<file path="src/rtl/phyrsp_pkg.sv">
package phyrsp_pkg;

    localparam int DATA_W   = 16;
    localparam int CTL_W    = 32;
    localparam int STB_LSB  = 16;
    localparam int STB_N    = 4;
    localparam int RSV_LSB  = STB_LSB + STB_N;
    localparam int NUM_RW   = 3;

    // strobe vector as it sits in control bits 19:16 (bit 16 is cap_adr)
    typedef struct packed {
        logic rd;
        logic wr;
        logic cap_dat;
        logic cap_adr;
    } strobe_t;

    typedef enum logic [1:0] {
        HS_IDLE = 2'd0,
        HS_WAIT = 2'd1,
        HS_ACK  = 2'd2
    } hs_state_t;

    typedef struct packed {
        logic       hit;
        logic [1:0] idx;
    } decode_t;

    localparam logic [DATA_W-1:0] ADDR_REFCLK = 16'h0010;
    localparam logic [DATA_W-1:0] ADDR_MPLL   = 16'h0011;
    localparam logic [DATA_W-1:0] ADDR_RXOVR  = 16'h1005;
    localparam logic [DATA_W-1:0] ADDR_RXSTAT = 16'h100D;
    localparam logic [DATA_W-1:0] RXSTAT_VAL  = 16'h0001;

    localparam logic [1:0] IDX_REFCLK = 2'd0;
    localparam logic [1:0] IDX_MPLL   = 2'd1;
    localparam logic [1:0] IDX_RXOVR  = 2'd2;

    function automatic decode_t decode_rw(input logic [DATA_W-1:0] a);
        decode_t d;
        d.hit = 1'b1;
        d.idx = IDX_REFCLK;
        case (a)
            ADDR_REFCLK: d.idx = IDX_REFCLK;
            ADDR_MPLL:   d.idx = IDX_MPLL;
            ADDR_RXOVR:  d.idx = IDX_RXOVR;
            default:     d.hit = 1'b0;
        endcase
        return d;
    endfunction

endpackage

</file>
<file path="src/rtl/phyrsp_handshake.sv">
module phyrsp_handshake
    import phyrsp_pkg::*;
#(
    parameter int ACK_LAT = 3
) (
    input  logic    clk,
    input  logic    rst,
    input  strobe_t stb,
    output logic    ack,
    output logic    fire
);
    localparam int CNT_W = (ACK_LAT < 2) ? 1 : $clog2(ACK_LAT + 1);
    localparam logic [CNT_W-1:0] LAST = CNT_W'(ACK_LAT - 1);

    hs_state_t        st_q, st_d;
    logic [CNT_W-1:0] cnt_q;
    logic             any_stb;

    assign any_stb = |stb;

    always_comb begin
        st_d = st_q;
        fire = 1'b0;
        case (st_q)
            HS_IDLE: begin
                if (any_stb) begin
                    if (ACK_LAT <= 1) begin
                        st_d = HS_ACK;
                        fire = 1'b1;
                    end else begin
                        st_d = HS_WAIT;
                    end
                end
            end
            HS_WAIT: begin
                if (!any_stb) begin
                    st_d = HS_IDLE;
                end else if (cnt_q == LAST) begin
                    st_d = HS_ACK;
                    fire = 1'b1;
                end
            end
            HS_ACK: begin
                if (!any_stb) st_d = HS_IDLE;
            end
            default: st_d = HS_IDLE;
        endcase
    end

    always_ff @(posedge clk) begin
        if (rst) begin
            st_q  <= HS_IDLE;
            cnt_q <= '0;
        end else begin
            st_q <= st_d;
            if (st_q == HS_IDLE && any_stb)
                cnt_q <= CNT_W'(1);
            else if (st_q == HS_WAIT)
                cnt_q <= cnt_q + CNT_W'(1);
            else
                cnt_q <= '0;
        end
    end

    assign ack = (st_q == HS_ACK);

    // ack persists while the strobe is held
    p_ack_hold_r3: assert property (@(posedge clk) disable iff (rst)
        (ack && any_stb) |=> ack);
    // ack drops once the strobe is released
    p_ack_drop_r3: assert property (@(posedge clk) disable iff (rst)
        (ack && !any_stb) |=> !ack);
    // ack only ever rises with a strobe present at that edge
    p_ack_needs_stb_r2: assert property (@(posedge clk) disable iff (rst)
        $rose(ack) |-> $past(any_stb));
    // an action fires once per handshake
    p_single_fire_r5: assert property (@(posedge clk) disable iff (rst)
        fire |=> !fire);

endmodule

</file>
<file path="src/rtl/phyrsp_regbank.sv">
module phyrsp_regbank
    import phyrsp_pkg::*;
(
    input  logic              clk,
    input  logic              rst,
    input  logic              fire,
    input  strobe_t           stb,
    input  logic [DATA_W-1:0] din,
    output logic [DATA_W-1:0] rdata,
    output logic [6:0]        mpll_mult,
    output logic              mpll_mult_ovrd,
    output logic              ref_div,
    output logic              ref_div_ovrd,
    output logic              rx_data_en_ovrd,
    output logic              rx_pll_en_ovrd
);
    logic [DATA_W-1:0]             addr_q;
    logic [DATA_W-1:0]             wdat_q;
    logic [NUM_RW-1:0][DATA_W-1:0] regs_q;
    decode_t                       dec;
    logic [DATA_W-1:0]             rd_val;
    logic                          do_wr;

    assign dec   = decode_rw(addr_q);
    assign do_wr = fire && stb.wr && dec.hit;

    always_ff @(posedge clk) begin
        if (rst) begin
            addr_q <= '0;
            wdat_q <= '0;
        end else if (fire) begin
            if (stb.cap_adr) addr_q <= din;
            if (stb.cap_dat) wdat_q <= din;
        end
    end

    for (genvar i = 0; i < NUM_RW; i++) begin : g_reg
        always_ff @(posedge clk) begin
            if (rst)
                regs_q[i] <= '0;
            else if (do_wr && dec.idx == 2'(i))
                regs_q[i] <= wdat_q;
        end
    end

    always_comb begin
        if (dec.hit)
            rd_val = regs_q[dec.idx];
        else if (addr_q == ADDR_RXSTAT)
            rd_val = RXSTAT_VAL;
        else
            rd_val = '0;
    end

    always_ff @(posedge clk) begin
        if (rst)
            rdata <= '0;
        else if (fire && stb.rd)
            rdata <= rd_val;
    end

    assign mpll_mult       = regs_q[IDX_MPLL][8:2];
    assign mpll_mult_ovrd  = regs_q[IDX_MPLL][9];
    assign ref_div         = regs_q[IDX_REFCLK][0];
    assign ref_div_ovrd    = regs_q[IDX_REFCLK][2];
    assign rx_data_en_ovrd = regs_q[IDX_RXOVR][5];
    assign rx_pll_en_ovrd  = regs_q[IDX_RXOVR][3];

    // a write outside the writable set leaves the bank untouched
    p_unmapped_wr_r10: assert property (@(posedge clk) disable iff (rst)
        (fire && stb.wr && !dec.hit) |=> $stable(regs_q));
    // read of an unmapped address returns zero
    p_unmapped_rd_r10: assert property (@(posedge clk) disable iff (rst)
        (fire && stb.rd && !dec.hit && addr_q != ADDR_RXSTAT) |=> (rdata == '0));
    // read data only changes on a read action
    p_rdata_hold_r6: assert property (@(posedge clk) disable iff (rst)
        !(fire && stb.rd) |=> $stable(rdata));
    // captured address only changes on a capture-address action
    p_addr_hold_r4: assert property (@(posedge clk) disable iff (rst)
        !(fire && stb.cap_adr) |=> $stable(addr_q));

endmodule

</file>
<file path="src/rtl/phy_reg_responder.sv">
module phy_reg_responder
    import phyrsp_pkg::*;
#(
    parameter int ACK_LAT = 3
) (
    input  logic        clk,
    input  logic        rst,
    input  logic [31:0] ctl_word,
    output logic [31:0] stat_word,
    output logic [6:0]  mpll_mult,
    output logic        mpll_mult_ovrd,
    output logic        ref_div,
    output logic        ref_div_ovrd,
    output logic        rx_data_en_ovrd,
    output logic        rx_pll_en_ovrd
);
    strobe_t           stb;
    logic              ctl_ok;
    logic              ack;
    logic              fire;
    logic [DATA_W-1:0] rdata;

    initial begin
        if (ACK_LAT < 1) $error("ACK_LAT must be at least 1");
    end

    // reserved upper bits must be clear for the word to count
    assign ctl_ok = (ctl_word[CTL_W-1:RSV_LSB] == '0);
    assign stb    = ctl_ok ? strobe_t'(ctl_word[RSV_LSB-1:STB_LSB]) : '0;

    phyrsp_handshake #(.ACK_LAT(ACK_LAT)) u_hs (
        .clk  (clk),
        .rst  (rst),
        .stb  (stb),
        .ack  (ack),
        .fire (fire)
    );

    phyrsp_regbank u_bank (
        .clk             (clk),
        .rst             (rst),
        .fire            (fire),
        .stb             (stb),
        .din             (ctl_word[DATA_W-1:0]),
        .rdata           (rdata),
        .mpll_mult       (mpll_mult),
        .mpll_mult_ovrd  (mpll_mult_ovrd),
        .ref_div         (ref_div),
        .ref_div_ovrd    (ref_div_ovrd),
        .rx_data_en_ovrd (rx_data_en_ovrd),
        .rx_pll_en_ovrd  (rx_pll_en_ovrd)
    );

    assign stat_word = {15'b0, ack, rdata};

    // a word with reserved bits set never starts a handshake
    p_rsv_blocks_r12: assert property (@(posedge clk) disable iff (rst)
        (!ack && !ctl_ok) |=> !ack);

endmodule

</file>
<file path="config.mk">
export PLATFORM = sky130hd
export DESIGN_NAME = phy_reg_responder
export DESIGN_NICKNAME = d
export VERILOG_FILES = /design/src/rtl/phyrsp_pkg.sv /design/src/rtl/phyrsp_handshake.sv /design/src/rtl/phyrsp_regbank.sv /design/src/rtl/phy_reg_responder.sv
export SDC_FILE = /design/constraint.sdc
export NUM_CORES = 1
export LEC_CHECK = 0
export BUFFER_PORTS_ARGS = -buffer_cell sky130_fd_sc_hd__buf_2
export CAP_MARGIN = 10
export CELL_PAD_IN_SITES_DETAIL_PLACEMENT = 2
export CELL_PAD_IN_SITES_GLOBAL_PLACEMENT = 2
export CORE_MARGIN = 8
export CORE_UTILIZATION = 33
export DETAILED_ROUTE_END_ITERATION = 16
export HOLD_SLACK_MARGIN = 0.12
export PLACE_DENSITY_LB_ADDON = 0.2
export SKIP_CTS_REPAIR_TIMING = 1
export SLEW_MARGIN = 5
export SYNTH_ARGS = -nofsm -noshare
export SYNTH_HDL_FRONTEND = slang
export SYNTH_HIERARCHICAL = 1
export SYNTH_SLANG_ARGS = --single-unit
</file>
<file path="constraint.sdc">
create_clock -name clk -period 4.15 [get_ports clk]
set_input_delay 0.415 -clock clk [delete_from_list [all_inputs] [get_ports clk]]
set_output_delay 0.415 -clock clk [all_outputs]
set_load 0.01 [all_outputs]
</file>
==> out/metrics.csv <==
metric;value;unit
final setup margin;1.05;ns
Initial Util;33.3;%
Std-Cell Rows;41;
Post-synth ARST share;0;%
Hold Crit Class;in2reg;
TritonCTS clock tree;done;
Setup Viol. Count Final;0;
ant diodes;0;
Worst Setup Start Kind;input port;
Yosys top cell area share;48.2;%
vias in the first global route;3666;
Global Route Usage Sum;15.1;%
Worst-Margin Slew;0.784;ns
sequential share of power;53.3;%
synth cell count leaders;dfxtp_1, nand2_1, nor2_1;
CTS root buffer;clkbuf_16;
Synth Flop Type;dfxtp_1;
crit end category;register;
cts bufs inserted;9;
Fill cells;1400;
outcome;completed;
residual DRC count;0;
core area;12500;µm²
static leakage;2.12;nW
Net Switching;0.000392;W
Cells after Synth;462;
Net Sw Frac;21.8;%
grt ovf;0;
syn avg cell area;9.00;µm²
initial antenna violation count;0;
H-tree levels;3;
Die H;128;µm
worst-case clock buffer depth;2;
Nets;543;
PwrDens;377;nW/µm²
DRT antenna net count;0;
YS warnings;6;
sequential fraction of the synthesis area;48.2;%
Final Max Slew Viols;0;
RSZ-0062 raised after global routing;false;
critical path class;in2reg;
P_int;0.00141;W
unique cell type count in the Yosys netlist;35;
clock share of power;44.1;%
DP Worst Slack;0.704;ns
largest net degree at the start of global routing;55;
Routed WL;11800;µm
CP Max Fanout;15;
relative slew slack;47.3;%
Util after Layout;38.3;%
Die Wd;128;µm
Reg area;2000;µm²
min Tclk post-route;3.10;ns
#FFs+latches synth;100;
detailed placement HPWL;8440;µm
first-pass GRT wire length;19200;µm
post-synthesis cell area;4160;µm²
EDFF count, synth;0;
share of cells above drive strength 1;17.6;%
CTS sink count;100;
drt via density;4.88;
Clock transition at path regs;0.07;ns
Tcrit/Tclk final;74.6;%
peak supply drop;187;µV
Hold WS;0.321;ns
WP data arrival;3.36;ns
Worst-Skew Late Latency;0.35;ns
Fmax;323;MHz
Critical Path RT;4.42;ns
number of DRC markers in iteration 0;166;
IO buf count;62;
Synth area leader;dfxtp_1;
area occupied by multi-input gates;1890;µm²
largest cells by area after synthesis;dfxtp_1, mux2i_1, nand2_1;
First-pass DRT Iterations;4;
Clock Skew;0.00660;ns
Max-Cap Viols;0;
gpl congestion;0.696;
Vias;3336;
Tot Pwr;0.00180;W
synth-to-layout area growth;14.9;%
die area;16400;µm²
Avg WL per Cell;17.2;µm
I/O pin count;78;
top-count cell post-synth;dfxtp_1;
post-route setup TNS;0;ns
combinational share of power;2.6;%
count of final hold-check violations;0;
state kept, by name (all words and copies together), names as in the netlist:
signal,cells
u_bank/addr_q,16
u_bank/mpll_mult,7
u_bank/mpll_mult_ovrd,1
u_bank/rdata,16
u_bank/ref_div,1
u_bank/ref_div_ovrd,1
u_bank/regs_q,36
u_bank/rx_data_en_ovrd,1
u_bank/rx_pll_en_ovrd,1
u_bank/wdat_q,16
u_hs/cnt_q,2
u_hs/st_q,2
critical path, cell delays in order:
cell     delay, ns
buf_2         0.09
or4_4         0.54
nor4_1        0.70
nor4_4        0.12
nor2_1        0.39
nand2_1       0.18
nor4_1        0.27
nand2_1       0.36
o21ai_0       0.27
cell usage in the layout (no fill, tap or decap), types with 2 or more instances in the layout:
master | Yosys | routed
clkbuf_16 | 0 | 9
conb_1 | 1 | 15
mux2i_1 | 49 | 49
or4_4 | 3 | 3
clkinvlp_4 | 0 | 2
clkbuf_8 | 0 | 2
nand3b_1 | 3 | 3
and2_1 | 2 | 2
buf_2 | 4 | 62
a21oi_1 | 36 | 36
buf_4 | 23 | 9
a21boi_0 | 15 | 15
inv_1 | 3 | 3
nand2b_1 | 2 | 2
nor4_1 | 8 | 8
o21ai_0 | 15 | 15
and4b_1 | 2 | 2
nor2_1 | 53 | 53
or4b_1 | 4 | 4
a221oi_1 | 15 | 15
dfxtp_1 | 100 | 100
nand4b_1 | 2 | 2
nand2_1 | 87 | 87
through the flow:
stage,cells,instance area (µm²)
global placement,669,4500
global route,683,4780
detailed placement,669,4500
CTS,683,4780
floorplan,476,4210
finish,683,4780
kinds of logic after synthesis:
logic type      count (synthesis)  share of synthesized area, %
simple gates                  173                          19.1
buf+inv                        53                          7.56
mux                            49                          11.8
compound gates                 85                          13.0
flops                         100                          48.2
other cells                     1                        0.0902
fa+ha+maj                       1                         0.301
final timing paths:
check,startpoint,endpoint,slack (ns),depth (start not counted)
worst max-delay path,ctl_word[31],u_bank/rdata[9],1.05,9
worst min register to register,u_bank/rdata[2],u_bank/rdata[2],0.44,2
worst min-delay path,ctl_word[0],u_bank/addr_q[0],0.32,3
worst max register to register,u_bank/addr_q[1],u_bank/rdata[10],1.87,6
power by group through the flow:
stage | registers (W) | logic [W] | clock network (W)
2_1_floorplan | 0.000981 | 0.0000318 | 0
3_3_place_gp | 0.000981 | 0.0000464 | 0
3_5_place_dp | 0.000981 | 0.0000472 | 0
4_1_cts | 0.000959 | 0.0000473 | 0.000829
5_1_grt | 0.000958 | 0.0000529 | 0.000862
6_report | 0.000959 | 0.0000466 | 0.000794
layout make-up:
type,instances,share of cell area [%]
clock buffers,11,5.29
well taps,172,4.51
repair buffers,71,7.91
multi-input cells,323,39.6
inverters,3,0.236
flip-flops and latches,100,41.9
clock inverters,3,0.498
routing by layer:
metal / global-route usage, % / share of wire (%) / vias up / wire length [µm]
met5: 0 / 0 / - / 0
met4: 4.90 / 1.1 / 0 / 132
met3: 3.91 / 4.2 / 10 / 497
met2: 24.7 / 48 / 59 / 5600
met1: 18.7 / 47 / 1623 / 5530
li1: - / - / 1644 / -
Power figures use the tool's default switching activity.
